[config.mk]
export PLATFORM = sky130hd
export DESIGN_NAME = burst_frame_gen
export DESIGN_NICKNAME = d
export VERILOG_FILES = /design/src/rtl/burst_frame_pkg.sv /design/src/rtl/burst_ctrl.sv /design/src/rtl/burst_dp.sv /design/src/rtl/burst_frame_gen.sv
export SDC_FILE = /design/constraint.sdc
export NUM_CORES = 1
export LEC_CHECK = 0
export BUFFER_PORTS_ARGS = -buffer_cell sky130_fd_sc_hd__buf_4
export CORE_ASPECT_RATIO = 2
export CORE_UTILIZATION = 45
export CTS_CLUSTER_DIAMETER = 150
export CTS_CLUSTER_SIZE = 12
export DETAILED_ROUTE_END_ITERATION = 10
export PLACE_DENSITY = 0.69
export SETUP_SLACK_MARGIN = 0.3
export SLEW_MARGIN = 20
export SYNTH_ARGS = -nofsm -noshare
export SYNTH_HDL_FRONTEND = slang
export SYNTH_HIERARCHICAL = 1
export SYNTH_SLANG_ARGS = --single-unit
[constraint.sdc]
create_clock -name clk -period 10.8 [get_ports clk]
set_input_delay 2.16 -clock clk [delete_from_list [all_inputs] [get_ports clk]]
set_output_delay 2.16 -clock clk [all_outputs]
set_load 0.1 [all_outputs]
[src/rtl/burst_frame_pkg.sv]
package burst_frame_pkg;

  localparam int IDX_W = 6;

  typedef enum logic [1:0] {
    ST_IDLE,
    ST_DATA,
    ST_SUM,
    ST_TAIL
  } burst_state_e;

  typedef struct packed {
    logic             takeSnap;
    logic             loadData;
    logic             loadSum;
    logic             loadZero;
    logic             wide;
    logic [IDX_W-1:0] idx;
  } burst_ctrl_t;

endpackage

[src/rtl/burst_ctrl.sv]
module burst_ctrl
  import burst_frame_pkg::*;
#(
  parameter int WORD_W = 16,
  parameter int AXES = 3,
  parameter logic [WORD_W-1:0] CMD = 16'h6800
) (
  input  logic              clk,
  input  logic              rstN,
  input  logic              csN,
  input  logic              wordStrobe,
  input  logic [WORD_W-1:0] rxWord,
  input  logic              wideSel,
  output burst_ctrl_t       ctrl,
  output logic              burstDone
);

  localparam int CHANS = 2 * AXES;
  localparam int NARROW_CNT = 3 + CHANS;
  localparam int WIDE_CNT = 3 + 2 * CHANS;

  burst_state_e     state;
  logic [IDX_W-1:0] idx;
  logic             wideQ;
  logic             doneQ;
  logic [IDX_W-1:0] dataCnt;
  logic             live;

  assign dataCnt = wideQ ? IDX_W'(WIDE_CNT) : IDX_W'(NARROW_CNT);
  assign live = !csN && wordStrobe;

  always_comb begin
    ctrl.takeSnap = live && (state == ST_IDLE) && (rxWord == CMD);
    ctrl.loadData = live && (state == ST_DATA) && (idx != dataCnt);
    ctrl.loadSum  = live && (state == ST_DATA) && (idx == dataCnt);
    ctrl.loadZero = csN || (live && (state == ST_SUM));
    ctrl.wide     = wideQ;
    ctrl.idx      = idx;
  end

  always_ff @(posedge clk) begin
    if (!rstN) begin
      state <= ST_IDLE;
      idx   <= '0;
      wideQ <= 1'b0;
      doneQ <= 1'b0;
    end else begin
      doneQ <= 1'b0;
      if (csN) begin
        state <= ST_IDLE;
        idx   <= '0;
      end else if (wordStrobe) begin
        case (state)
          ST_IDLE: if (rxWord == CMD) begin
            state <= ST_DATA;
            idx   <= IDX_W'(1);
            wideQ <= wideSel;
          end
          ST_DATA: begin
            if (idx == dataCnt) state <= ST_SUM;
            else idx <= idx + 1'b1;
          end
          ST_SUM: begin
            state <= ST_TAIL;
            doneQ <= 1'b1;
          end
          default: state <= ST_TAIL;
        endcase
      end
    end
  end

  assign burstDone = doneQ;

endmodule

[src/rtl/burst_dp.sv]
module burst_dp
  import burst_frame_pkg::*;
#(
  parameter int WORD_W = 16,
  parameter int AXES = 3
) (
  input  logic                   clk,
  input  logic                   rstN,
  input  burst_ctrl_t            ctrl,
  input  logic                   deltaSel,
  input  logic                   stampSel,
  input  logic [WORD_W-1:0]      statusIn,
  input  logic [AXES*WORD_W-1:0] rateHi,
  input  logic [AXES*WORD_W-1:0] rateLo,
  input  logic [AXES*WORD_W-1:0] accHi,
  input  logic [AXES*WORD_W-1:0] accLo,
  input  logic [AXES*WORD_W-1:0] angHi,
  input  logic [AXES*WORD_W-1:0] angLo,
  input  logic [AXES*WORD_W-1:0] velHi,
  input  logic [AXES*WORD_W-1:0] velLo,
  input  logic [WORD_W-1:0]      tempIn,
  input  logic [WORD_W-1:0]      countIn,
  input  logic [WORD_W-1:0]      stampIn,
  output logic [WORD_W-1:0]      txWord
);

  localparam int CHANS = 2 * AXES;
  localparam int BYTES = WORD_W / 8;

  logic [WORD_W-1:0] liveHi [CHANS];
  logic [WORD_W-1:0] liveLo [CHANS];
  logic [WORD_W-1:0] snapHi [CHANS];
  logic [WORD_W-1:0] snapLo [CHANS];
  logic [WORD_W-1:0] snapTemp;
  logic [WORD_W-1:0] snapTail;
  logic [WORD_W-1:0] csum;
  logic [WORD_W-1:0] pick;

  function automatic logic [WORD_W-1:0] byteSum(input logic [WORD_W-1:0] w);
    logic [WORD_W-1:0] s;
    s = '0;
    for (int b = 0; b < BYTES; b++) s = s + WORD_W'(w[b*8 +: 8]);
    return s;
  endfunction

  for (genvar c = 0; c < CHANS; c++) begin : g_chan
    if (c < AXES) begin : g_first
      assign liveHi[c] = deltaSel ? angHi[c*WORD_W +: WORD_W] : rateHi[c*WORD_W +: WORD_W];
      assign liveLo[c] = deltaSel ? angLo[c*WORD_W +: WORD_W] : rateLo[c*WORD_W +: WORD_W];
    end else begin : g_second
      assign liveHi[c] = deltaSel ? velHi[(c-AXES)*WORD_W +: WORD_W]
                                  : accHi[(c-AXES)*WORD_W +: WORD_W];
      assign liveLo[c] = deltaSel ? velLo[(c-AXES)*WORD_W +: WORD_W]
                                  : accLo[(c-AXES)*WORD_W +: WORD_W];
    end
  end

  always_comb begin
    logic [IDX_W-1:0] off;
    int               chan;
    off  = ctrl.idx - 1'b1;
    chan = 0;
    pick = '0;
    if (!ctrl.wide) begin
      if (ctrl.idx >= IDX_W'(1) && ctrl.idx <= IDX_W'(CHANS)) pick = snapHi[int'(off)];
      else if (ctrl.idx == IDX_W'(CHANS + 1)) pick = snapTemp;
      else if (ctrl.idx == IDX_W'(CHANS + 2)) pick = snapTail;
    end else begin
      chan = int'(off >> 1);
      if (ctrl.idx >= IDX_W'(1) && ctrl.idx <= IDX_W'(2 * CHANS))
        pick = off[0] ? snapHi[chan] : snapLo[chan];
      else if (ctrl.idx == IDX_W'(2 * CHANS + 1)) pick = snapTemp;
      else if (ctrl.idx == IDX_W'(2 * CHANS + 2)) pick = snapTail;
    end
  end

  always_ff @(posedge clk) begin
    if (!rstN) begin
      txWord   <= '0;
      csum     <= '0;
      snapTemp <= '0;
      snapTail <= '0;
      for (int c = 0; c < CHANS; c++) begin
        snapHi[c] <= '0;
        snapLo[c] <= '0;
      end
    end else if (ctrl.takeSnap) begin
      for (int c = 0; c < CHANS; c++) begin
        snapHi[c] <= liveHi[c];
        snapLo[c] <= liveLo[c];
      end
      snapTemp <= tempIn;
      snapTail <= stampSel ? stampIn : countIn;
      txWord   <= statusIn;
      csum     <= byteSum(statusIn);
    end else if (ctrl.loadData) begin
      txWord <= pick;
      csum   <= csum + byteSum(pick);
    end else if (ctrl.loadSum) begin
      txWord <= csum;
    end else if (ctrl.loadZero) begin
      txWord <= '0;
    end
  end

endmodule

[src/rtl/burst_frame_gen.sv]
module burst_frame_gen
  import burst_frame_pkg::*;
#(
  parameter int WORD_W = 16,
  parameter int AXES = 3,
  parameter logic [WORD_W-1:0] CMD = 16'h6800
) (
  input  logic                   clk,
  input  logic                   rstN,
  input  logic                   csN,
  input  logic                   wordStrobe,
  input  logic [WORD_W-1:0]      rxWord,
  input  logic                   wideSel,
  input  logic                   deltaSel,
  input  logic                   stampSel,
  input  logic [WORD_W-1:0]      statusIn,
  input  logic [AXES*WORD_W-1:0] rateHi,
  input  logic [AXES*WORD_W-1:0] rateLo,
  input  logic [AXES*WORD_W-1:0] accHi,
  input  logic [AXES*WORD_W-1:0] accLo,
  input  logic [AXES*WORD_W-1:0] angHi,
  input  logic [AXES*WORD_W-1:0] angLo,
  input  logic [AXES*WORD_W-1:0] velHi,
  input  logic [AXES*WORD_W-1:0] velLo,
  input  logic [WORD_W-1:0]      tempIn,
  input  logic [WORD_W-1:0]      countIn,
  input  logic [WORD_W-1:0]      stampIn,
  output logic [WORD_W-1:0]      txWord,
  output logic                   burstDone
);

  burst_ctrl_t ctrl;

  burst_ctrl #(.WORD_W(WORD_W), .AXES(AXES), .CMD(CMD)) u_ctrl (
    .clk(clk), .rstN(rstN), .csN(csN), .wordStrobe(wordStrobe),
    .rxWord(rxWord), .wideSel(wideSel), .ctrl(ctrl), .burstDone(burstDone)
  );

  burst_dp #(.WORD_W(WORD_W), .AXES(AXES)) u_dp (
    .clk(clk), .rstN(rstN), .ctrl(ctrl), .deltaSel(deltaSel), .stampSel(stampSel),
    .statusIn(statusIn), .rateHi(rateHi), .rateLo(rateLo), .accHi(accHi),
    .accLo(accLo), .angHi(angHi), .angLo(angLo), .velHi(velHi), .velLo(velLo),
    .tempIn(tempIn), .countIn(countIn), .stampIn(stampIn), .txWord(txWord)
  );

endmodule

Word-level counts from Yosys, hierarchy flattened
Memory sizes are Yosys's and may differ from the RTL's.
Index checks and enable logic that the tools add are counted.
Word-level totals
  memory bits (writable): 192
  input bits: 471
  word-level logic and storage cells: 116
  bits in registers: 74
  memories: 2
Memory list
  u_dp.snapHi: words 6, width 16, read ports 2, clocked after memory_dff 0, wr ports 6, line burst_dp.sv:32  | logic [WORD_W-1:0] snapHi [CHANS];
  u_dp.snapLo: words 6, width 16, read ports 1, clocked after memory_dff 0, wr ports 6, line burst_dp.sv:33  | logic [WORD_W-1:0] snapLo [CHANS];
Operators by class
  mux-type cells: 51
  reductions and logical operators: 20
  eq/ne operators: 12
  add/subtract/negate cells: 5
  $lt $le $gt $ge: 3
  bitwise logic cells: 15
Operators by type and width (count)
  $mux W16: 39
  $add A8 B8 Y9: 2
  $eq A6 B4 Y1 const B: 3
  $add A16 B16 Y16: 1
  $eq A16 B15 Y1 const B: 1
  $mux W6: 2
  $or A1 B1 Y1: 12
  $pmux W6 S2: 1
  $logic_and A1 B1 Y1: 9
  $reduce_and A4 Y1: 2
  $add A6 B1 Y6 const B: 1
  $eq A6 B3 Y1 const B: 1
  $eq A6 B4 Y1: 1
  $ge A6 B1 Y1 const B: 1
  $le A6 B3 Y1 const B: 1
  $le A6 B4 Y1 const B: 1
  $ne A2 B2 Y1 const B: 3
  $ne A6 B4 Y1: 1
  $mux W1: 5
  $mux W2: 2
  $pmux W2 S2: 1
  $reduce_bool A2 Y1: 2
  $reduce_bool A4 Y1: 1
  $sub A4 B1 Y4 const B: 1
  other kinds (10): 12

Depth between registers and ports, before layout
  depth after elaboration: 9
  mapped depth: 26
  depth with buffers taken out: 20

Modules after synthesis
The synthesis kept the hierarchy.
By module, submodules not included
  burst_dp: seq. area each 7046.8 µm², cells each 1501, times used 1, area each 15554.9 µm²
  burst_ctrl: seq. area each 200.2 µm², cells each 69, times used 1, area each 654.4 µm²

Worst setup path before layout
OpenSTA, ideal clock, no wires.
  kind: input to register
  start point: input rxWord[9]
  end point: memory u_dp.snapHi[0][0] (enable)
  arrival: 7392 ps
  data required time: 10234 ps
  buffers on the path: 1
  path slack: 2842 ps
  setup time: 566 ps
  stages on the path: 6
  cells stage by stage: nor4b_2 nand4_2 nor3_1 clkbuf_1 clkinv_1 nand2_1
RTL lines
  from (decl): line burst_frame_gen.sv:12  | input logic [WORD_W-1:0] rxWord,
  to (decl): line burst_dp.sv:32

Worst setup path in the final report
  start point: register u_ctrl.idx[0]
  end point: register u_dp.csum[13]
On the way
  word-level cells in the longest chain between the ends: 9
  elaborated cells between the ends (all ways): 27
  classes of those cells: add/sub (3); order compare (3); eq/ne (5); mux (10); reduce/logical (4); memory (2)
RTL lines
  from (decl): line burst_ctrl.sv:23  | logic [IDX_W-1:0] idx;
  from (signal assigned): line burst_ctrl.sv:61  | else idx <= idx + 1'b1;
  $sub A4 B1 Y4, or another cell as far along: line burst_dp.sv:61  | off = ctrl.idx - 1'b1;
  $mem_v2 Z6 W16, or another cell as far along
  $mux W16 (on tied branches): line burst_dp.sv:71, burst_dp.sv:66, burst_dp.sv:72
  $mux W16 (on tied branches): line burst_dp.sv:70, burst_dp.sv:65
  $mux W16: line burst_dp.sv:64  | if (!ctrl.wide) begin
  $add A8 B8 Y9: line burst_dp.sv:42  | for (int b = 0; b < BYTES; b++) s = s + WORD_W'(w[b*8 +: 8]);
  $add A16 B16 Y16: line burst_dp.sv:98  | csum <= csum + byteSum(pick);
  $mux W16: line burst_dp.sv:96  | end else if (ctrl.loadData) begin
  $mux W16: line burst_dp.sv:87  | end else if (ctrl.takeSnap) begin
  to (signal assigned): line burst_dp.sv:95  | csum <= byteSum(statusIn);
  to (signal assigned): line burst_dp.sv:98
  to (decl): line burst_dp.sv:36  | logic [WORD_W-1:0] csum;
Several ways; a longest one is shown, not always the timed one. The select of a mux whose other input is x is not followed.
A chain may end at the register's enable or synchronous reset.

==> run summary <==
largest area contributor in the netlist: edfxtp_1
largest net degree at the start of global routing: 130
Synth Area in Compound Gates: 0.128
initial antenna violation count: 0
DR iter-0 viols: 845
# H-tree levels: 1
Core Util, Final: 0.590
HPWL after detailed placement: 46100 µm
clk slew on worst S/H paths: 0.07 ns
commonest non-fill, non-tap cell in the layout: buf_4
Gate power share: 0.127
Tot GR Track Use: 0.315
top_reg_cell synth: edfxtp_1
Leak: 0.00874 µW
# setup viols final: 0
Slowest-stage cell, CP: buf_4
Slew Limit Fails: 0
synthesis-stage register bit count: 266
Synth top area share: 0.356
peak supply drop: 0.100 mV
Avg Synthesized Cell Area: 10.3 µm²
crit path buf inv count: 5
Required @ worst endpoint: 11.23 ns
sequential share of power: 0.499
setup TNS: 0 ns
slew margin rel.: 0.297
Clock Latency Late Sink: 0.56 ns
first-pass GRT wire length: 84600 µm
largest family of logic cells by synthesized area: multiplexers
Arr. time, crit path: 6.85 ns
fin nets: 2497
period utilization: 0.594
min Tclk post-route: 6.42 ns
Seq/Total Area, Yosys: 0.447
skew final: 0.0368 ns
Synth-to-Final Area Change: 29.3%
Synth async-reset ratio: 0
total power: 2270 µW
drt wl/cell: 23.7 µm
post-synthesis xor/xnor area fraction: 0.0117
Synth Cell Area: 0.0162 mm²
GPL Wtd Cong: 0.995
Clock Path Buffers: 3
Synth Net Count: 2073
Post-DRT Antenna Nets: 0
unique cell type count in the Yosys netlist: 79
Sw Pwr: 523 µW
clock buffer count from CTS: 26
mux share of post-synthesis cell area: 0.205
GRT overflow: 0
Max-cap violations: 0
row cnt: 98
Initial DRT Pass Iterations: 5
RSZ-0062 raised after global routing: no
worst hold path class: flip-flop to flip-flop
Synth Warn #: 6
CTS tree: yes
IO Count: 488
Die H: 270 µm
vias in the first global route: 14600
Max Freq: 0.156 GHz
DR vias: 14100
CP Class: flip-flop to flip-flop
Vias/cell: 5.75
drt drc: 0
Root Buffer: clkbuf_16
Post-synth EDFFs: 192
Simple-Gate Fraction of Synth Area: 0.138
Switching Share: 0.231
slowest cell delay on critical path: 0.67 ns
status: completed
cts hold-fix bufs: 0
endpoints failing hold: 0
Worst path top cell family by delay: buffers and inverters
CTS sink count: 266
Worst Max-Slew Pin Slew: 1.05 ns
commonest non-fill, non-tap cells in the layout: buf_4 (510), nor2_1 (288), mux2i_1 (277), edfxtp_1 (192), nand2_1 (107)
cts repair resizes: 0
adder-cell share of the synthesized area: 0.0293
Cells after Synth: 1570
Post-CTS Setup Inserts: 0
port bufs: 487
fraction of layout cells with a size suffix above 1: 0.300
P_int: 1740 µW
initial core utilization: 0.456
Antenna diodes: 0
Core Box Area: 0.0356 mm²
CP Capture Type: flip-flop
PwrDens: 108 mW/mm²
Startpoint Class: flip-flop
worst-path fanout max: 59
die width: 136 µm
largest cells by area after synthesis: edfxtp_1 (36%), mux2i_1 (17%), dfxtp_1 (9.1%), nor2_1 (6.7%), mux4_2 (3.2%)
clock share of power: 0.374
worst-path cell chain: buf_4 > inv_2 > ha_1 > xor2_4 > buf_4 > mux2i_1 > o32ai_1 > o311a_1 > nor2_1 > fa_1 > inv_1 > ha_1 > inv_1 > fa_1 > nor2b_1 > o21ai_0 > a21oi_1 > o21ai_1 > a211oi_1 > xnor2_1 > nor2_1
die area: 0.0368 mm²
Post-Route WL: 58400 µm
-- final timing paths --
kind,startpoint,endpoint,slack [ns],cells after the start
worst max-delay path,u_ctrl/idx[0],u_dp/csum[13],4.38,21
worst max register to register,u_ctrl/idx[0],u_dp/csum[13],4.38,21
worst min register to register,u_dp/snapTail[0],u_dp/snapTail[0],0.51,2
worst min-delay path,u_dp/snapTail[0],u_dp/snapTail[0],0.51,2
-- layout make-up --
class / count / area [µm²]
fill: 3194 / 14600
multi-input combinational: 1142 / 8350
sequential: 266 / 7250
timing repair buffer: 513 / 3880
clock buffer: 45 / 743
tap: 450 / 563
inverter: 45 / 169
clock inverter: 1 / 11.3
-- logic make-up (layout without fill, tap and decap cells) --
kind of cell,after synthesis,after routing
flops,266,266
xor+xnor,19,19
simple gates,504,504
mux,301,301
compound gates,286,286
buf+inv,162,604
fa+ha+maj,32,32
-- tightest hold or removal path, stage by stage, from the launching register on --
cell and delay (ns):
dfxtp_1 0.33, nor2_1 0.08, a211oi_1 0.05
-- state kept, by name, indices dropped and copies added, names as in the netlist --
| register | flops |
|---|---|
| u_ctrl/burstDone | 1 |
| u_ctrl/wideQ | 1 |
| u_dp/snapTail | 16 |
| u_dp/snapHi | 96 |
| u_ctrl/state | 2 |
| u_ctrl/idx | 6 |
| u_dp/snapLo | 96 |
| u_dp/csum | 16 |
| u_dp/txWord | 16 |
| u_dp/snapTemp | 16 |
-- power groups by stage --
stage | combinational (µW) | clock, µW | sequential, µW
global route | 306 | 898 | 1130
detailed placement | 288 | 0 | 1150
CTS | 289 | 866 | 1130
floorplan | 108 | 0 | 1150
finish | 288 | 848 | 1130
global placement | 286 | 0 | 1150
-- routing by layer --
metal	GRT usage	routed length [µm]
met5	0	0
met4	0.206	4220
met3	0.0304	2680
met2	0.606	32700
met1	0.307	18900
-- stage by stage --
step	hold slack, ns	instance area, µm²	cells	setup WS, ns
detailed placement	0.498	20200	2415	4.35
global placement	0.490	20200	2415	4.55
global route	0.537	21000	2462	3.87
floorplan	0.473	16200	1570	2.84
finish	0.507	21000	2462	4.38
CTS	0.507	20900	2461	4.36
-- Yosys cell counts, types with 6 or more instances --
| cell | count |
|---|---|
| nand2_1 | 109 |
| mux4_2 | 23 |
| nand2b_1 | 8 |
| nor2_2 | 6 |
| dfxtp_1 | 74 |
| nor3_1 | 11 |
| o311a_1 | 10 |
| a211oi_2 | 6 |
| a22oi_1 | 9 |
| o211ai_1 | 10 |
| inv_1 | 41 |
| edfxtp_1 | 192 |
| o21ai_0 | 44 |
| a211oi_1 | 56 |
| buf_4 | 6 |
| xor2_1 | 6 |
| nor2b_1 | 7 |
| a31oi_1 | 16 |
| xnor2_1 | 10 |
| a221o_1 | 14 |
| fa_1 | 10 |
| clkbuf_1 | 68 |
| a311oi_1 | 9 |
| nor2_1 | 288 |
| ha_1 | 22 |
| buf_1 | 21 |
| o32ai_1 | 8 |
| a22o_1 | 6 |
| mux2i_1 | 277 |
| nand3_1 | 39 |
| a21oi_1 | 48 |
| o311ai_0 | 8 |
| nor3b_1 | 8 |
| buf_2 | 18 |
Power figures use the tool's default switching activity.
